<file path="src/rtl/spr_move_pkg.sv">
package spr_move_pkg;
  localparam logic [5:0] OPC_MAIN  = 6'd31;
  localparam logic [9:0] XO_FROM   = 10'd339;
  localparam logic [9:0] XO_TO     = 10'd467;
  localparam logic [9:0] NUM_XER   = 10'd1;
  localparam logic [9:0] NUM_LR    = 10'd8;
  localparam logic [9:0] NUM_CTR   = 10'd9;

  typedef enum logic [1:0] {
    SEL_NONE = 2'd0,
    SEL_XER  = 2'd1,
    SEL_LR   = 2'd2,
    SEL_CTR  = 2'd3
  } spr_sel_e;
endpackage

</file>
<file path="src/rtl/spr_decode.sv">
module spr_decode
  import spr_move_pkg::*;
#(
  parameter int WORD_W = 32,
  parameter int IDX_W  = 5,
  parameter int FLD_W  = 10
) (
  input  logic              valid,
  input  logic [WORD_W-1:0] word,
  output logic              is_from,
  output logic              is_to,
  output spr_sel_e          sel,
  output logic [IDX_W-1:0]  gidx
);
  localparam int HALF = FLD_W / 2;

  logic [FLD_W-1:0] fld;
  logic [FLD_W-1:0] num;
  logic             prim_ok;

  assign fld     = word[20:11];
  assign num     = {fld[HALF-1:0], fld[FLD_W-1:HALF]};
  assign gidx    = word[25:21];
  assign prim_ok = valid && (word[31:26] == OPC_MAIN);
  assign is_from = prim_ok && (word[10:1] == XO_FROM);
  assign is_to   = prim_ok && (word[10:1] == XO_TO);

  always_comb begin
    unique case (num)
      NUM_XER: sel = SEL_XER;
      NUM_LR:  sel = SEL_LR;
      NUM_CTR: sel = SEL_CTR;
      default: sel = SEL_NONE;
    endcase
  end
endmodule

</file>
<file path="src/rtl/spr_regs.sv">
module spr_regs
  import spr_move_pkg::*;
#(
  parameter int XLEN  = 64,
  parameter int XER_W = 32
) (
  input  logic            clk,
  input  logic            rst,
  input  logic            we,
  input  spr_sel_e        wsel,
  input  logic [XLEN-1:0] wdata,
  input  spr_sel_e        rsel,
  output logic [XLEN-1:0] rdata,
  output logic [XER_W-1:0] xer_q,
  output logic [XLEN-1:0] lr_q,
  output logic [XLEN-1:0] ctr_q
);
  logic [XLEN-1:0] xer_ext;

  generate
    if (XER_W < XLEN) begin : g_zext
      assign xer_ext = {{(XLEN-XER_W){1'b0}}, xer_q};
    end else begin : g_full
      assign xer_ext = xer_q[XLEN-1:0];
    end
  endgenerate

  always_ff @(posedge clk) begin
    if (rst) begin
      xer_q <= '0;
      lr_q  <= '0;
      ctr_q <= '0;
    end else if (we) begin
      case (wsel)
        SEL_XER: xer_q <= wdata[XER_W-1:0];
        SEL_LR:  lr_q  <= wdata;
        SEL_CTR: ctr_q <= wdata;
        default: ;
      endcase
    end
  end

  always_comb begin
    case (rsel)
      SEL_XER: rdata = xer_ext;
      SEL_LR:  rdata = lr_q;
      SEL_CTR: rdata = ctr_q;
      default: rdata = '0;
    endcase
  end
endmodule

</file>
<file path="src/rtl/spr_wb_stage.sv">
module spr_wb_stage
  import spr_move_pkg::*;
#(
  parameter int XLEN  = 64,
  parameter int IDX_W = 5
) (
  input  logic             clk,
  input  logic             rst,
  input  logic             is_from,
  input  logic             is_to,
  input  spr_sel_e         sel,
  input  logic [IDX_W-1:0] gidx,
  input  logic [XLEN-1:0]  rdata,
  output logic             wb_valid,
  output logic [IDX_W-1:0] wb_idx,
  output logic [XLEN-1:0]  wb_data,
  output logic             illegal
);
  logic hit;
  assign hit = is_from && (sel != SEL_NONE);

  always_ff @(posedge clk) begin
    if (rst) begin
      wb_valid <= 1'b0;
      wb_idx   <= '0;
      wb_data  <= '0;
      illegal  <= 1'b0;
    end else begin
      wb_valid <= hit;
      wb_idx   <= hit ? gidx : '0;
      wb_data  <= hit ? rdata : '0;
      illegal  <= (is_from || is_to) && (sel == SEL_NONE);
    end
  end
endmodule

</file>
<file path="src/rtl/spr_move_unit.sv">
module spr_move_unit
  import spr_move_pkg::*;
#(
  parameter int XLEN   = 64,
  parameter int XER_W  = 32,
  parameter int WORD_W = 32,
  parameter int IDX_W  = 5
) (
  input  logic              clk,
  input  logic              rst,
  input  logic              in_valid,
  input  logic [WORD_W-1:0] in_word,
  output logic [IDX_W-1:0]  rs_idx,
  input  logic [XLEN-1:0]   rs_data,
  output logic              wb_valid,
  output logic [IDX_W-1:0]  wb_idx,
  output logic [XLEN-1:0]   wb_data,
  output logic              illegal
);
  logic             is_from;
  logic             is_to;
  spr_sel_e         sel;
  logic [IDX_W-1:0] gidx;
  logic [XLEN-1:0]  rdata;
  logic [XER_W-1:0] xer_q;
  logic [XLEN-1:0]  lr_q;
  logic [XLEN-1:0]  ctr_q;

  assign rs_idx = gidx;

  spr_decode #(.WORD_W(WORD_W), .IDX_W(IDX_W), .FLD_W(10)) u_dec (
    .valid   (in_valid),
    .word    (in_word),
    .is_from (is_from),
    .is_to   (is_to),
    .sel     (sel),
    .gidx    (gidx)
  );

  spr_regs #(.XLEN(XLEN), .XER_W(XER_W)) u_regs (
    .clk   (clk),
    .rst   (rst),
    .we    (is_to),
    .wsel  (sel),
    .wdata (rs_data),
    .rsel  (sel),
    .rdata (rdata),
    .xer_q (xer_q),
    .lr_q  (lr_q),
    .ctr_q (ctr_q)
  );

  spr_wb_stage #(.XLEN(XLEN), .IDX_W(IDX_W)) u_wb (
    .clk      (clk),
    .rst      (rst),
    .is_from  (is_from),
    .is_to    (is_to),
    .sel      (sel),
    .gidx     (gidx),
    .rdata    (rdata),
    .wb_valid (wb_valid),
    .wb_idx   (wb_idx),
    .wb_data  (wb_data),
    .illegal  (illegal)
  );
endmodule

</file>
<file path="config.mk">
export PLATFORM = sky130hd
export DESIGN_NAME = spr_move_unit
export DESIGN_NICKNAME = d
export VERILOG_FILES = /design/src/rtl/spr_move_pkg.sv /design/src/rtl/spr_decode.sv /design/src/rtl/spr_regs.sv /design/src/rtl/spr_wb_stage.sv /design/src/rtl/spr_move_unit.sv
export SDC_FILE = /design/constraint.sdc
export NUM_CORES = 1
export LEC_CHECK = 0
export BUFFER_PORTS_ARGS = -buffer_cell sky130_fd_sc_hd__buf_2
export CELL_PAD_IN_SITES_DETAIL_PLACEMENT = 0
export CELL_PAD_IN_SITES_GLOBAL_PLACEMENT = 1
export CORE_AREA = 2 2 146 148
export CTS_CLUSTER_SIZE = 40
export DETAILED_ROUTE_END_ITERATION = 10
export DIE_AREA = 0 0 148 150
export GPL_ROUTABILITY_DRIVEN = 0
export GPL_TIMING_DRIVEN = 1
export PLACE_DENSITY = 0.94
export SYNTH_ARGS = -nofsm -noshare
export SYNTH_HDL_FRONTEND = slang
export SYNTH_SLANG_ARGS = --single-unit
</file>
<file path="constraint.sdc">
create_clock -name clk -period 3.3 [get_ports clk]
set_input_delay 0.495 -clock clk [delete_from_list [all_inputs] [get_ports clk]]
set_output_delay 0.495 -clock clk [all_outputs]
set_load 0.01 [all_outputs]
</file>
==> results.cfg, run 1 <==
[outcome]
status = finished clean

[finish]
final_util_pct = 52.9
stdcell_count = 1340
final_common_cell = dfxtp_1
nNetsFinal = 1143
drive_gt1_share_pct = 22.7
finalInstanceArea_um2 = 10900
n_fill_cell = 1871
most-common-layout-cells = 231 x dfxtp_1, 172 x buf_2, 132 x nand2b_1
syn_to_final_growth_pct = 19.8

[sta]
fin_crit_sh_pct = 69.0
worst_pin_slew_ns = 0.708
slew_violations = 0
setup_tns_ns = 0
hold_viol_final = 0
timing.slew.headroom_pct = 52.8
period_needed_ns = 2.28
fmax_mhz = 439
rsz0062_at_grt = no
finClkSkew_ns = 0.00992
setup_viol = 0

[route]
drc = 0
vias = 7600
drtIter0Drc = 703
wl_per_cell_um = 17.2
via_per_inst = 5.67
antenna_left = 0
wl_um = 23100
firstDrtPassIters = 7

[placed_design]
place_area_um2 = 10200
port_buffers = 173
dp_cells = 1292
dp_hpwl_um = 13400

[power_and_ir_drop]
p_leak_nw = 4.36
cellPowerDensity_nw_per_um2 = 514
power_frac_comb_pct = 3.4
ir_drop_v = 0.000362
clockPowerShare_pct = 47.1
switching_power_mw = 1.16
p_seq_share_pct = 49.6
p_int_mw = 4.46
power_switching_share_pct = 20.7

[global_routing]
grt_overflow = 0
grt_pass1_vias = 7048
track_usage_pct = 20.0
grt_pass1_wl_um = 36600
grt_max_degree = 69
antenna_found_initial = 5

[floorplan]
initial_utilization_pct = 44.2
ios = 175
fp-row-count = 53
fp.dieH_um = 150
die_area_um2 = 22200
die_x_um = 148
design.core.area_um2 = 20700

[setup_path]
critical-path-slowest-cell = or4_1
timing.rr.start = u_regs.lr_q[21]
crit_buf_inv = 2
ff2ff_path_depth = 2
r2r-end = u_wb.wb_data[21]
critPathMaxStageDelay_ns = 0.75
cp-start-kind = input port
arrival_ns = 2.70
crit_family = simple AND/OR/NAND/NOR gates
crit_chain = buf_2 -> or4_1 -> nor4_4 -> and3_2 -> buf_12 -> mux2i_1
r2r_setup_slack_ns = 2.42
crit_cells = 6
crit_type = input port to register
cp-endpoint = u_regs.ctr_q[27]
end_kind = register
crit_fanout = 15
worstSetupStartpoint = in_word[14]
required_ns = 3.73

[cts]
worstSkewPairLatency_ns = 0.51
cts_buffers = 25
ctsResizeCount = 0
cts_setup_buffers = 0
clock-sinks = 231
cts_max_path_buffers = 3
root_buffer = clkbuf_16
cts_tree = built
postCtsHoldBufs = 0
clk_pin_slew_ns = 0.05
cts_max_level = 1

[synth]
synth.area.top_cells = dfxtp_1 51%, mux2i_1 11%, nand2b_1 9.0%
synth_top_cell_area_share_pct = 50.6
synth-seq-area-share_pct = 50.6
ys_warn_count = 0
ys_types = 28
synth_area_um2 = 9140
synth_seq_cells = 231
yosys.area.top_type = dfxtp_1
syn_inst = 926
syn_nets = 1025
synth_area_per_cell_um2 = 9.87

[hold_path]
hold_path_class = input port to register
hold_depth = 3

[run]
drv_cap = 0
tightest hold or removal path, delay by kind of cell:
family | cells | cell delay (ns)
buf+inv | 2 | 0.14
simple gates | 1 | 0.03
cells in the mapped netlist:
cell type  count
nand2_1        3
nand3_1        3
a22oi_1       33
and3_1         1
or4b_1         1
o31ai_1       64
nor4_1         6
nand4_1       65
nand3_2        1
buf_2         26
and4b_1        1
a21oi_1       65
nor4_2         2
a222oi_1      31
buf_4          7
or3_1          1
nor4_4         1
dfxtp_1      231
nor4b_1        1
nor2_1        70
buf_1          4
or4b_2         1
or4_1          4
nand2b_1     132
nand4b_1       2
mux2i_1       96
inv_1          7
clkbuf_1      67
area by class of cell:
class | count | area [um2] | area share, %
sequential | 231 | 4620 | 42.2
clock buffer | 37 | 691 | 6.31
timing repair buffer | 195 | 1080 | 9.90
multi-input combinational | 584 | 4090 | 37.3
clock inverter | 5 | 77.6 | 0.709
tap | 275 | 344 | 3.14
antenna | 6 | 15.0 | 0.137
inverter | 7 | 26.3 | 0.240
metal layers:
metal  track usage (%)  vias up  part of all wire (%)
li1                  -     3608                     -
met4              7.48        0                   2.6
met2              31.1      306                    46
met1              28.1     3638                    45
met5                 0        -                     0
met3              3.08       48                   6.6
metrics by stage:
step	setup slack, ns	power, mW	hold slack, ns
6_report	1.02	5.63	0.216
5_1_grt	0.936	5.83	0.209
4_1_cts	1.01	5.68	0.194
3_5_place_dp	0.483	3.04	0.460
3_3_place_gp	0.545	3.04	0.447
2_1_floorplan	0.953	2.94	0.432
how the worst min path moves through the flow:
stage                               start               to
after floorplan            u_regs.lr_q[5]  u_wb.wb_data[5]
after global placement     u_regs.lr_q[5]  u_wb.wb_data[5]
after detailed placement  u_regs.lr_q[37]  u_regs.lr_q[37]
after CTS                     in_word[23]   u_wb.wb_idx[2]
after global routing          in_word[21]   u_wb.wb_idx[0]
final                         in_word[23]   u_wb.wb_idx[2]
sequential cells by signal, indices dropped and copies added (netlist names):
name,flops
u_wb.illegal,1
u_wb.wb_idx,5
u_regs.xer_q,32
u_wb.wb_valid,1
u_regs.ctr_q,64
u_wb.wb_data,64
u_regs.lr_q,64
kinds of logic (layout without fill, tap and decap cells):
logic type / count (synthesis) / count (layout) / share of synthesized area (%)
mux: 96 / 96 / 10.5
other cells: 0 / 6 / 0
buf+inv: 111 / 244 / 5.20
simple gates: 295 / 295 / 18.8
compound gates: 193 / 193 / 14.9
flops: 231 / 231 / 50.6
power by group through the flow:
stage | logic, mW | clock network [mW] | registers, mW
2_1_floorplan | 0.0938 | 0 | 2.85
3_3_place_gp | 0.188 | 0 | 2.85
3_5_place_dp | 0.188 | 0 | 2.85
4_1_cts | 0.189 | 2.71 | 2.79
5_1_grt | 0.205 | 2.84 | 2.79
6_report | 0.190 | 2.65 | 2.79
Note: power is estimated with default switching activity, not from simulation.
==> inputs of run 2 (changes only) <==
Settings changed: ABC_AREA set to 1, CORE_AREA 2 2 146 148 to 2 2 168 170, DIE_AREA 0 0 148 150 to 0 0 170 172, PLACE_DENSITY 0.94 to 0.87.
Clock period 3.3 ns to 1.95 ns, I/O delays scaled along.
==> run 2 against run 1 <==
Net effect:
- worst setup slack got worse by 0.47 ns
- die area grew 32%
- clock power rose by 89%
- combinational power up 82%
- critical path depth is 3 lower
- clock skew down 0.0055 ns
- critical path type is now input port to output pin
==> results.cfg, run 2 <==
[floorplan]
die_area_um2 = 29200
design.core.area_um2 = 27500
initial_utilization_pct = 35.5
ios = 175
fp.dieH_um = 172
fp-row-count = 61
die_x_um = 170

[cts]
cts_max_level = 1
cts_tree = built
cts_buffers = 25
cts_max_path_buffers = 3
root_buffer = clkbuf_16
clk_pin_slew_ns = 0.06
worstSkewPairLatency_ns = 0.51
clock-sinks = 231

[synth]
synth_ff_type = dfxtp_1
synth_area_per_cell_um2 = 6.81
synth_seq_cells = 231
yosys.area.top_type = dfxtp_1
asyncSetResetFlopFracSynth_pct = 0
ys_types = 18
synth_top_cells_by_count = 407 x nand2_1, 258 x nor2_1, 231 x dfxtp_1
yosysMostFrequentCell = nand2_1
synth_top_cell_area_share_pct = 47.4
synth_edf_count = 0
ys_warn_count = 0
syn_inst = 1432
synth-seq-area-share_pct = 47.4
synth.area.top_cells = dfxtp_1 47%, nand2_1 16%, nand3_1 11%
synth_area_um2 = 9750
syn_nets = 1531

[finish]
top_regs = u_regs.ctr_q (64), u_regs.lr_q (64), u_wb.wb_data (64)
most-common-layout-cells = 406 x nand2_1, 255 x nor2_1, 231 x dfxtp_1
n_fill_cell = 2933
nNetsFinal = 1669
multi_input_area_um2 = 4010
final_common_cell = nand2_1
regArea_um2 = 4620
syn_to_final_growth_pct = 21.6
stdcell_count = 1932
drive_gt1_share_pct = 16.4

[setup_path]
crit_type = input port to output pin
r2r-end = u_wb.wb_data[31]
timing.rr.start = u_regs.lr_q[31]
crit_fanout = 2
end_kind = output pin
r2r_setup_slack_ns = 1.21
ff2ff_path_depth = 4
arrival_ns = 1.10
cp-start-kind = input port
required_ns = 1.66

[power_and_ir_drop]
p_leak_nw = 5.65
ir_drop_v = 0.000629
power_mw = 10.1
cellPowerDensity_nw_per_um2 = 849

[sta]
period_needed_ns = 1.39
slew_violations = 0
setup_viol = 0
fmax_mhz = 717
holdWs_ns = 0.0586
setup_tns_ns = 0
timing.slew.headroom_pct = 45.6
fin_ws_ns = 0.556
rsz0062_at_grt = no
worst_pin_slew_ns = 0.816
fin_crit_sh_pct = 71.5
hold_viol_final = 0
finClkSkew_ns = 0.00443

[route]
antenna_left = 0
wl_per_cell_um = 13.4
wl_um = 25900
via_per_inst = 4.60
drc = 0
firstDrtPassIters = 5
vias = 8891
drtIter0Drc = 555

[run]
drv_cap = 0

[placed_design]
dp_cells = 1884
dp_hpwl_um = 15400
dp_slack_ns = 0.163
port_buffers = 173

[global_routing]
antenna_found_initial = 2
track_usage_pct = 17.7
grt_max_degree = 97
grt_pass1_vias = 8114
grt_pass1_wl_um = 41900
grt_overflow = 0

[outcome]
status = finished clean

[hold_path]
hold_end = u_regs.lr_q[62]
hold_path_class = input port to register
min-delay-start = rs_data[62]
hold_depth = 3
run 2: logic make-up after synthesis:
group / share of synthesized area (%)
compound gates: 3.29
buf+inv: 11.9
flops: 47.4
simple gates: 37.4
run 2: power by group:
group          switching, mW  leakage [nW]  internal, mW
combinational          0.213          3.38         0.133
clock                   1.90         0.415          3.11
sequential      0.0000000741          1.86          4.72
run 2: worst max path at each step:
stage	startpoint	end
6_report	in_word[23]	rs_idx[2]
5_1_grt	in_word[23]	rs_idx[2]
4_1_cts	in_word[25]	rs_idx[4]
3_5_place_dp	in_word[14]	u_wb.wb_data[35]
3_3_place_gp	in_word[15]	u_wb.wb_data[35]
2_1_floorplan	in_word[12]	u_regs.ctr_q[57]
run 2: cell type report:
type	count	share of cell area, %
antenna	2	0.0422
inverter	157	4.98
clock buffer	30	5.69
sequential	231	39.0
timing repair buffer	206	11.2
clock inverter	11	1.61
tap	346	3.65
multi-input combinational	949	33.8
run 2: critical path, cell delays in order:
cell and delay, ns:
dlygate4sd3_1 0.55, buf_2 0.13, buf_2 0.13
run 2: stage by stage:
stage | area (um2) | utilization (%)
floorplan | 9750 | -
global placement | 10900 | 39.8
detailed placement | 10900 | 39.8
CTS | 11900 | 43.1
global route | 11900 | 43.1
finish | 11900 | 43.1
run 2: routing by layer:
layer | track usage [%] | vias up | routed length [um]
met5 | 0 | - | 0
met4 | 4.46 | 0 | 593
met3 | 2.86 | 38 | 1480
met2 | 30.9 | 247 | 12200
met1 | 22.7 | 3960 | 11600
li1 | - | 4646 | -
run 2: repair_timing:
item | in CTS | in global routing
resized for setup | 0 | 0
hold buffers | 5 | 0
endpoints found under the hold margin | 5 | 0
buffers inserted | 0 | 0
==> inputs of run 3 (changes only) <==
Settings changed: ABC_AREA 1 to 0, CORE_AREA 2 2 168 170 to 2 2 159 161, DIE_AREA 0 0 170 172 to 0 0 161 163, PLACE_DENSITY 0.87 to 0.85.
Clock period 1.95 ns to 1.24 ns, I/O delays scaled along.
==> run 3 against run 2 <==
Net effect:
- the flow now finishes with violations (setup timing)
- highest routed layer is now met5
- worst hold slack got worse by 0.045 ns
- register-to-register slack worse by 1.0 ns
- critical path type is now input port to register
- die area down 10%
- non-clock buffer count rose by 145
- worst setup slack got worse by 0.97 ns
- clock power rose by 53%
- combinational power up 130%
- routed wire length rose by 13%
- final cell count is 20% lower
- clock skew rose by 0.0073 ns
==> results.cfg, run 3 (synthesized netlist as in run 1, its figures left out) <==
[outcome]
status = finished, violations left
violations = setup timing

[cts]
cts_max_path_buffers = 3
root_buffer = clkbuf_16
clock-sinks = 231
worstSkewPairLatency_ns = 0.52
clk_pin_slew_ns = 0.06
cts_tree = built
cts_max_level = 1
cts_buffers = 26

[hold_path]
hold_depth = 3
min-delay-start = rs_data[24]
hold_end = u_regs.xer_q[24]
hold_path_class = input port to register

[setup_path]
crit_buf_inv = 2
r2r-end = u_wb.wb_data[2]
cp-start-kind = input port
crit_fanout = 8
timing.rr.start = u_regs.lr_q[2]
crit_family = simple AND/OR/NAND/NOR gates
r2r_setup_slack_ns = 0.21
critical-path-slowest-cell = or4_4
crit_type = input port to register
ff2ff_path_depth = 2
critPathMaxStageDelay_ns = 0.59
crit_chain = buf_6 -> or4_4 -> or4_4 -> clkbuf_16 -> o31ai_1 -> a21oi_1
worstSetupStartpoint = in_word[20]
end_kind = register
cpMostUsedCell = or4_4
arrival_ns = 2.05
required_ns = 1.64

[sta]
setup_viol = 230
setup_tns_ns = -51.64
slew_violations = 0
hold_viol_final = 0
fin_crit_sh_pct = 133
timing.slew.headroom_pct = 64.2
worst_pin_slew_ns = 0.538
fin_ws_ns = -0.409
fmax_mhz = 606
finClkSkew_ns = 0.0117
period_needed_ns = 1.65
rsz0062_at_grt = yes

[route]
drc = 0
vias = 8452
wl_per_cell_um = 18.8
antenna_left = 0
firstDrtPassIters = 6
drtIter0Drc = 804
via_per_inst = 5.44
wl_um = 29200

[finish]
final_common_cell = dfxtp_1
most-common-layout-cells = 229 x dfxtp_1, 172 x buf_2, 132 x nand2b_1
top_regs = u_regs.ctr_q (64), u_regs.lr_q (64), u_wb.wb_data (64)
nNetsFinal = 1300
drive_gt1_share_pct = 37.4
syn_to_final_growth_pct = 52.5

[floorplan]
design.core.area_um2 = 24700
die_x_um = 161
fp-row-count = 58
fp.dieH_um = 163
ios = 175
initial_utilization_pct = 37.0
die_area_um2 = 26200

[placed_design]
port_buffers = 173
dp_hpwl_um = 15500

[power_and_ir_drop]
cellPowerDensity_nw_per_um2 = 1140
p_leak_nw = 5.53
ir_drop_v = 0.000980
power_mw = 15.9

[run]
drv_cap = 0

[global_routing]
grt_pass1_wl_um = 42000
antenna_found_initial = 5
track_usage_pct = 19.8
grt_max_degree = 65
grt_pass1_vias = 7956
grt_overflow = 0
-- run 3: changes by cell type in the layout (fill, tap and decap cells not counted), sizes merged, moves of 31 or more --
cell         previous run  this run
dlygate4sd3             5        63
inv                   156         8
nor2                  264        70
buf                   201       273
a22oi                   0        33
a222oi                  0        31
mux2i                   0        96
o31ai                   0        64
nand2                 407         3
nand4                   4        65
nand2b                  0       132
nand3                 209         4
-- run 3: how the worst max path moves through the flow --
stage | cells past startpoint | endpoint
5_1_grt | 6 | u_regs.lr_q[57]
4_1_cts | 7 | u_regs.ctr_q[30]
3_5_place_dp | 8 | u_regs.lr_q[37]
6_report | 6 | u_regs.lr_q[57]
3_3_place_gp | 8 | u_wb.wb_data[31]
2_1_floorplan | 7 | u_regs.ctr_q[43]
-- run 3: stage by stage --
step / utilization [%] / hold WS [ns] / cells / worst slack (ns) / instance area, um2
floorplan: - / 0.298 / 926 / -0.784 / 9300
global placement: 44.7 / 0.416 / 1407 / -0.883 / 11000
detailed placement: 44.7 / 0.417 / 1407 / -0.927 / 11000
CTS: 53.3 / 0.00144 / 1534 / -0.235 / 13200
global route: 56.5 / 0.0146 / 1554 / -0.416 / 13900
finish: 56.5 / 0.0136 / 1555 / -0.409 / 13900
-- run 3: report_power, final --
group | leakage [nW] | internal [mW] | switching, mW
combinational | 3.25 | 0.423 | 0.379
sequential | 1.86 | 7.42 | 0.000000487
clock | 0.423 | 4.52 | 3.14
-- run 3: layer usage --
metal	GRT usage (%)	share of wire [%]	up-vias
met3	3.00	6.7	60
met4	7.83	2.6	2
li1	-	-	3943
met1	26.5	43	4087
met2	32.1	48	360
met5	0	0.041	-
-- run 3: worst register-to-register path: stages, from the launching register on --
cell,delay [ns]
dfxtp_1,0.31
a222oi_1,0.54
nor2_4,0.06
-- run 3: repair_timing --
item | 4_1_cts | 5_1_grt
hold endpoints to repair | 137 | 0
gates resized for setup | 71 | 105
buffers inserted | 9 | 3
gates cloned | 8 | 15
pin swaps | 13 | 36
hold buffers | 63 | 0
endpoints found under the setup margin | 230 | 232
-- run 3: final cells by class --
type,count,area [um2]
Antenna cell,5,12.5
Clock buffer,32,714
Clock inverter,15,141
Fill cell,2055,10700
Inverter,7,26.3
Multi-Input combinational cell,584,4760
Sequential cell,231,4630
Tap cell,330,413
Timing Repair Buffer,351,3240
